### config.mk
export PLATFORM = sky130hd
export DESIGN_NAME = dma_chan_ctl
export DESIGN_NICKNAME = d
export VERILOG_FILES = /design/src/rtl/dma_csr_pkg.sv /design/src/rtl/dma_csr_regs.sv /design/src/rtl/dma_beat_counter.sv /design/src/rtl/dma_xfer_fsm.sv /design/src/rtl/dma_chan_ctl.sv
export SDC_FILE = /design/constraint.sdc
export NUM_CORES = 1
export LEC_CHECK = 0
export ABC_AREA = 1
export BUFFER_PORTS_ARGS = -buffer_cell sky130_fd_sc_hd__buf_2
export CAP_MARGIN = 20
export CORE_ASPECT_RATIO = 1.25
export CORE_MARGIN = 8
export CORE_UTILIZATION = 54
export DETAILED_ROUTE_END_ITERATION = 12
export PLACE_DENSITY = 0.8
export SETUP_SLACK_MARGIN = 0.05
export SLEW_MARGIN = 20
export SYNTH_ARGS = -nofsm -noshare
export SYNTH_HDL_FRONTEND = slang
export SYNTH_SLANG_ARGS = --single-unit
### constraint.sdc
create_clock -name clk -period 2 [get_ports clk]
set_input_delay 0 -clock clk [delete_from_list [all_inputs] [get_ports clk]]
set_output_delay 0 -clock clk [all_outputs]
set_load 0.005 [all_outputs]
### src/rtl/dma_csr_pkg.sv
package dma_csr_pkg;

    typedef enum logic [1:0] {
        ST_IDLE  = 2'd0,
        ST_RUN   = 2'd1,
        ST_PAUSE = 2'd2
    } xfer_state_e;

    localparam int CSR_W     = 8;
    localparam int BIT_GATE  = 0;
    localparam int BIT_START = 1;
    localparam int BIT_ABORT = 2;
    localparam int BIT_ICLR  = 3;
    localparam int BIT_DONE  = 4;

    // decoded command of the current cycle
    typedef struct packed {
        logic gate;   // gate value in force after this cycle's write
        logic start;
        logic abort;
        logic iclr;
    } csr_cmd_t;

endpackage

### src/rtl/dma_csr_regs.sv
module dma_csr_regs
    import dma_csr_pkg::*;
(
    input  logic             clk,
    input  logic             rst_n,
    input  logic             we,
    input  logic [CSR_W-1:0] wdata,
    input  logic             done,
    input  logic             finish,
    output csr_cmd_t         cmd,
    output logic             gate_q,
    output logic             irq,
    output logic [CSR_W-1:0] rdata
);

    always_comb begin
        cmd.gate  = we ? wdata[BIT_GATE] : gate_q;
        cmd.start = we & wdata[BIT_START];
        cmd.abort = we & wdata[BIT_ABORT];
        cmd.iclr  = we & wdata[BIT_ICLR];
    end

    always_ff @(posedge clk or negedge rst_n) begin
        if (!rst_n) begin
            gate_q <= 1'b0;
        end else begin
            gate_q <= cmd.gate;
        end
    end

    // completion has priority over a clear on the same edge
    always_ff @(posedge clk or negedge rst_n) begin
        if (!rst_n) begin
            irq <= 1'b0;
        end else if (finish) begin
            irq <= 1'b1;
        end else if (cmd.iclr) begin
            irq <= 1'b0;
        end
    end

    always_comb begin
        rdata           = '0;
        rdata[BIT_GATE] = gate_q;
        rdata[BIT_DONE] = done;
    end

    p_irq_sticky_r7 : assert property (@(posedge clk) disable iff (!rst_n)
        (irq && !cmd.iclr) |=> irq);

    p_irq_clear_r7 : assert property (@(posedge clk) disable iff (!rst_n)
        (cmd.iclr && !finish) |=> !irq);

    p_reserved_zero_r2 : assert property (@(posedge clk) disable iff (!rst_n)
        (rdata[7:5] == 3'b000) && (rdata[3:1] == 3'b000));

endmodule

### src/rtl/dma_beat_counter.sv
module dma_beat_counter #(
    parameter int LEN_W = 16
) (
    input  logic             clk,
    input  logic             rst_n,
    input  logic             load,
    input  logic [LEN_W-1:0] load_val,
    input  logic             dec,
    output logic             last
);

    localparam logic [LEN_W-1:0] ONE = LEN_W'(1);

    logic [LEN_W-1:0] cnt;

    always_ff @(posedge clk or negedge rst_n) begin
        if (!rst_n) begin
            cnt <= '0;
        end else if (load) begin
            cnt <= load_val;
        end else if (dec) begin
            cnt <= cnt - ONE;
        end
    end

    assign last = (cnt == ONE);

    p_count_held_r5 : assert property (@(posedge clk) disable iff (!rst_n)
        (!load && !dec) |=> $stable(cnt));

    p_no_underflow_r4 : assert property (@(posedge clk) disable iff (!rst_n)
        dec |-> (cnt != '0));

endmodule

### src/rtl/dma_xfer_fsm.sv
module dma_xfer_fsm
    import dma_csr_pkg::*;
(
    input  logic     clk,
    input  logic     rst_n,
    input  csr_cmd_t cmd,
    input  logic     len_zero,
    input  logic     last,
    input  logic     beat_ready,
    output logic     load,
    output logic     dec,
    output logic     finish,
    output logic     beat_valid,
    output logic     done
);

    xfer_state_e state, nxt;

    logic kill;
    logic accept;

    assign kill   = cmd.abort && !cmd.gate;
    assign accept = cmd.start && cmd.gate;

    // state register
    always_ff @(posedge clk or negedge rst_n) begin
        if (!rst_n) begin
            state <= ST_IDLE;
        end else begin
            state <= nxt;
        end
    end

    // transitions
    always_comb begin
        nxt = state;
        unique case (state)
            ST_IDLE: begin
                if (accept && !len_zero) nxt = ST_RUN;        // launch
            end
            ST_RUN: begin
                if (kill)                    nxt = ST_IDLE;   // kill
                else if (beat_ready && last) nxt = ST_IDLE;   // drain
                else if (!cmd.gate)          nxt = ST_PAUSE;  // hold
            end
            ST_PAUSE: begin
                if (kill)          nxt = ST_IDLE;             // kill
                else if (cmd.gate) nxt = ST_RUN;              // resume
            end
            default: nxt = ST_IDLE;
        endcase
    end

    // outputs
    always_comb begin
        load       = 1'b0;
        dec        = 1'b0;
        finish     = 1'b0;
        beat_valid = 1'b0;
        done       = 1'b0;
        unique case (state)
            ST_IDLE: begin
                done   = 1'b1;
                load   = accept && !len_zero;
                finish = accept && len_zero;          // instant finish
            end
            ST_RUN: begin
                beat_valid = 1'b1;
                dec        = beat_ready && !kill;
                finish     = kill || (beat_ready && last);
            end
            ST_PAUSE: begin
                finish = kill;
            end
            default: begin
                done = 1'b1;
            end
        endcase
    end

    p_kill_ends_r6 : assert property (@(posedge clk) disable iff (!rst_n)
        (!done && kill) |=> (done && !beat_valid));

    p_no_start_when_busy_r8 : assert property (@(posedge clk) disable iff (!rst_n)
        !done |-> !load);

endmodule

### src/rtl/dma_chan_ctl.sv
module dma_chan_ctl
    import dma_csr_pkg::*;
#(
    parameter int LEN_W = 16
) (
    input  logic             clk,
    input  logic             rst_n,
    input  logic             reg_we,
    input  logic [7:0]       reg_wdata,
    output logic [7:0]       reg_rdata,
    input  logic [LEN_W-1:0] xfer_len,
    input  logic             beat_ready,
    output logic             beat_valid,
    output logic             irq
);

    csr_cmd_t cmd;
    logic     gate_q;
    logic     done;
    logic     finish;
    logic     load;
    logic     dec;
    logic     last;
    logic     len_zero;

    assign len_zero = (xfer_len == '0);

    dma_csr_regs u_regs (
        .clk    (clk),
        .rst_n  (rst_n),
        .we     (reg_we),
        .wdata  (reg_wdata),
        .done   (done),
        .finish (finish),
        .cmd    (cmd),
        .gate_q (gate_q),
        .irq    (irq),
        .rdata  (reg_rdata)
    );

    dma_xfer_fsm u_fsm (
        .clk        (clk),
        .rst_n      (rst_n),
        .cmd        (cmd),
        .len_zero   (len_zero),
        .last       (last),
        .beat_ready (beat_ready),
        .load       (load),
        .dec        (dec),
        .finish     (finish),
        .beat_valid (beat_valid),
        .done       (done)
    );

    dma_beat_counter #(.LEN_W(LEN_W)) u_cnt (
        .clk      (clk),
        .rst_n    (rst_n),
        .load     (load),
        .load_val (xfer_len),
        .dec      (dec),
        .last     (last)
    );

    p_valid_needs_gate_r5 : assert property (@(posedge clk) disable iff (!rst_n)
        beat_valid |-> gate_q);

    p_launch_needs_gate_r3 : assert property (@(posedge clk) disable iff (!rst_n)
        $fell(done) |-> gate_q);

    p_done_raises_irq_r7 : assert property (@(posedge clk) disable iff (!rst_n)
        $rose(done) |-> irq);

endmodule

# Word level (Yosys, flattened, before mapping)
# Cells that the tools add are included.
# word_totals
regBits,20
input_bits,28
output_inout_bits,10
# classes
addsub,1
n_eq_ne,6
n_mux,17
bitwise_logic,3
reduce_logical,16
# ops
op,n
2-to-1 mux 16 bit,2
"equality test 16 x 1 -> 1 bit, second input constant",1
zero test 16 bit,1
"subtractor 16 x 1 -> 16 bit, second input constant",1
2-to-1 mux 2 bit,6
2-to-1 mux 1 bit,7
logical AND 1 bit,6
case mux 2 bit (3 select lines),1
"!= test 4 bit, second input constant",1
nonzero test 2 bit,2
AND 1 bit,3
zero test 1 bit,3
"!= test 3 x 1 -> 1 bit, second input constant",1
case mux 1 bit (3 select lines),1
AND reduction 3 bit,1
"equality test 2 x 1 -> 1 bit, second input constant",1
"equality test 2 bit, second input constant",1
zero test 2 bit,1
"!= test 2 x 1 -> 1 bit, second input constant",1
OR reduction 2 bit,1
logical OR 1 bit,1

# Longest topological paths before layout
# logic_depth
ltp_word,8
mapped_depth,11

# Modules after synthesis
# A second synthesis with hierarchy kept.
# unflattened
hier_cells,257
hier_area_um2,1677.9
# modules_own_cells
module,instances,cells_each,area_per_inst_um2
dma_beat_counter,1,163,1139.8
dma_xfer_fsm,1,44,271.5
dma_csr_regs,1,23,162.7
dma_chan_ctl,1,27,103.8

# Least setup slack after synthesis
# Ideal clock, no wire load.
# synth_path
path_type,flip-flop to flip-flop
startpoint,register u_fsm.state[0]
endpoint,register u_cnt.cnt[7]
t_arrival_ns,1.348
slack_ns,0.536
path_stages_with_launch,11
path_buffers,1
cell_sequence,dfrtp_1 > inv_1 > ha_1 > inv_1 > nor3_4 > nand2_2 > buf_6 > nand2_1 > nand2_1 > nand2_1 > nand2_1
# synth_between
elab_chain_cells,3
word_cells_on_any_way,6
# synth_rtl
element,line,text
"start, declared",dma_xfer_fsm.sv:17,"xfer_state_e state, nxt;"
"start signal, assigned",dma_xfer_fsm.sv:30,state <= nxt;
equality test 2 x 1 -> 1 bit / zero test 2 bit (equally long branches),dma_xfer_fsm.sv:61,unique case (state)
2-to-1 mux 1 bit,dma_xfer_fsm.sv:61,
nonzero test 2 bit (no source line) / 2-to-1 mux 16 bit (equally long branches),--,
"end signal, assigned",dma_beat_counter.sv:20,cnt <= load_val;
"end signal, assigned",dma_beat_counter.sv:22,cnt <= cnt - ONE;
"end, declared",dma_beat_counter.sv:14,logic [LEN_W-1:0] cnt;
# Several ways; a longest one is shown, not always the timed one.
# A chain may end at the register's enable or synchronous reset.

# Worst setup path after layout
# layout_path
startpoint,register u_fsm.state[0]
endpoint,register u_cnt.cnt[5]
# Same word-level chain as after synthesis.

==> metrics.md <==
| Metric | Value |
|---|---|
| GR Overflow Total | 0 |
| Delay-heaviest family, CP | simple AND/OR/NAND/NOR gates |
| Worst setup margin | 0.2011 ns |
| Commonest non-fill, non-tap cell in the layout | nand2_1 |
| Switching share of power | 0.4701 |
| I/O pin total | 38 |
| Worst path cell trace | inv_1 -> ha_1 -> inv_1 -> nor3_4 -> nand2_2 -> inv_2 -> nand2_1 -> nand3_1 |
| Most frequent cells in the layout | 83 x nand2_1, 41 x nand3_1, 35 x nor2_1 |
| Final min period | 1.799 ns |
| Die Ht | 77.41 µm |
| Synth Area in Compound Gates | 0.03456 |
| Worst path slowest cell | dfrtp_1 |
| Largest family of logic cells by synthesized area | simple AND/OR/NAND/NOR gates |
| Psw | 1.124 mW |
| Root Driver | clkbuf_4 |
| Largest fanout on the critical path | 13 |
| P_leak | 1.096 nW |
| First-pass GRT wire length | 7797 µm |
| Layout Nets | 335 |
| Synth Area in Adders | 0.04608 |
| Filler cells | 286 |
| Final HPWL DP | 3241 µm |
| Final period util | 0.8995 |
| DRC errors left | 0 |
| Layout Skew | 0.01174 ns |
| Ant. Diodes | 0 |
| Power per cell area | 1215 mW/mm² |
| Drt wl/cell | 13.60 µm |
| Avg Vias per Cell | 5.313 |
| Final wirelength | 4570 µm |
| Max Buffers Root-to-Sink | 2 |
| Layout cells sized above 1 | 0.1400 |
| Syn Area/Cell | 6.339 µm² |
| H-tree Lvls | 1 |
| Synth top area cells | dfrtp_1 31%, nand2_1 19%, nand3_1 13%, nor2_1 8.1%, inv_1 7.1% |
| Count of pins over their slew limit | 0 |
| Antenna Violating Nets Remaining | 0 |
| Sink Count | 20 |
| Area growth from synthesis to final layout | 20.81% |
| Max_cap viols | 0 |
| Post-synthesis simple-gate area fraction | 0.4478 |
| Die ar. | 0.005041 mm² |
| Hold Path Class | in -> reg |
| CP max stage delay | 0.45 ns |
| Post-synthesis xor/xnor area fraction | 0.02688 |
| Post-Route Setup TNS | 0 ns |
| Multiplexer area fraction after synthesis | 0 |
| Worst Path Class, Setup | reg -> reg |
| YS warnings | 0 |
| Via count | 1785 |
| Post-Syn Area | 0.001629 mm² |
| Initial antenna violation count | 0 |
| Seq/Total Area, Yosys | 0.3072 |
| Skew-Pair Late Insertion Delay | 0.33 ns |
| Post-Syn Instances | 257 |
| FMAX | 0.5559 GHz |
| Iteration-0 DRC Markers | 154 |
| Largest net degree at the start of global routing | 21 |
| Synth area leader | dfrtp_1 |
| R2R Setup Slk | 0.20 ns |
| Post-Place Worst Slack | 0.2905 ns |
| Register area | 500.5 µm² |
| Startpoint types | flop |
| Outcome | finished clean |
| Final hold vios | 0 |
| Core footprint | 0.002918 mm² |
| Clock transition at the registers of the reported paths | 0.13 ns |
| Die Wd | 65.13 µm |
| Final setup vio count | 0 |
| Synth unique cells | 21 |
| Pre-antenna DRT Iters | 5 |
| Crit path required time | 2.25 ns |
| Vias in the first global route | 1840 |
| RSZ-0062 raised after global routing | no |
| Clock network power share | 0.146 |
| Area of the multi-input gates | 927.1 µm² |
| # rows | 22 |
| Initial core utilization | 0.5583 |
| Part of the power in combinational logic | 0.532 |
| Int Pwr | 1.267 mW |
| Synth Register Bits | 20 |
| CTS Buf Count | 3 |
| Crit path DAT | 2.05 ns |
| WP buf/inv | 3 |
| Top-area cell type share of the netlist area | 0.3072 |
| Max rail drop VDD | 700.6 µV |
| RePlAce Congestion | 0.9211 |
| Buffers on Ports | 27 |
| Cell repeated most along the worst path | inv_1 |
| TritonCTS clock tree | built |
| Sequential power share | 0.322 |
| Gr usage total | 0.1898 |
| Endpoint class of the critical path | flop |
## through the flow
step / hold WS, ns / std cells / util / total power, mW / cell area [µm²]
2_1_floorplan: -0.2956 / 262 / - / 1.688 / 1648
3_3_place_gp: -0.01719 / 317 / 0.6051 / 1.933 / 1765
3_5_place_dp: -0.02161 / 317 / 0.6051 / 1.977 / 1765
4_1_cts: 0.01023 / 336 / 0.6745 / 2.346 / 1968
5_1_grt: 0.04178 / 336 / 0.6745 / 2.616 / 1968
6_report: 0.009483 / 336 / 0.6745 / 2.391 / 1968
## power groups by stage
stage                     Clock [mW]  Combinational [mW]  Sequential (mW)
final                          0.349                1.27            0.771
after global routing           0.365                1.46            0.790
after CTS                      0.346                1.25            0.754
after detailed placement           0                1.22            0.761
after floorplan                    0               0.971            0.717
after global placement             0                1.18            0.757
## path summary, 6_finish.rpt
check / from / endpoint / cells after the start
hold / removal: xfer_len[7] / u_cnt.cnt[7] / 5
setup / recovery: u_fsm.state[0] / u_cnt.cnt[5] / 8
setup reg to reg: u_fsm.state[0] / u_cnt.cnt[5] / 8
max in group asynchronous: rst_n / u_cnt.cnt[5] / 2
min in group asynchronous: rst_n / u_cnt.cnt[7] / 2
hold reg to reg: u_regs.irq / u_regs.irq / 2
## cell type report
| class | count | area share |
|---|---|---|
| Multi-Input combinational cell | 197 | 0.4711 |
| Inverter | 32 | 0.06103 |
| Clock buffer | 3 | 0.01144 |
| Timing Repair Buffer | 47 | 0.1640 |
| Sequential cell | 20 | 0.2543 |
| Clock inverter | 1 | 0.01526 |
| Tap cell | 36 | 0.02289 |
## tightest hold or removal path, delay by kind of cell
| family | cells | cell delay, ns |
|---|---|---|
| AND/OR/NAND/NOR | 4 | 0.21 |
| buffers and inverters | 1 | 0.10 |
## cells in the mapped netlist (all sizes together)
cell / count
a21oi: 4
a22oi: 1
and2: 2
buf: 13
conb: 1
dfrtp: 20
ha: 6
inv: 32
nand2: 86
nand3: 41
nand3b: 2
nand4: 3
nor2: 35
nor3: 1
o21ai: 5
xor2: 5
## per-layer routing
metal / part of all wire / GRT usage / vias to the layer above
met5: 0 / 0 / -
met4: 0.033 / 0.09628 / 0
met3: 0.047 / 0.02874 / 13
met2: 0.53 / 0.3470 / 64
met1: 0.39 / 0.2031 / 839
li1: - / - / 869
## cells by family (layout without fill, tap and decap cells)
kind of cell	Yosys count	count (layout)
AOI/OAI and AO/OA	10	10
xor gates and xnor gates	5	5
adders and majority gates	6	6
buffers and inverters	45	83
DFF	20	20
other	1	6
and+or+nand+nor	170	170
## sequential cells by signal (all words and copies together) (netlist names)
register,cells
u_cnt.cnt,16
u_fsm.state,2
u_regs.gate_q,1
u_regs.irq,1
## timing repair
item	in CTS	in global routing
hold buffers	15	0
hold endpoints to repair	34	0
buffers inserted	0	0
resized for setup	0	0
Note: power is estimated with default switching activity, not from simulation.
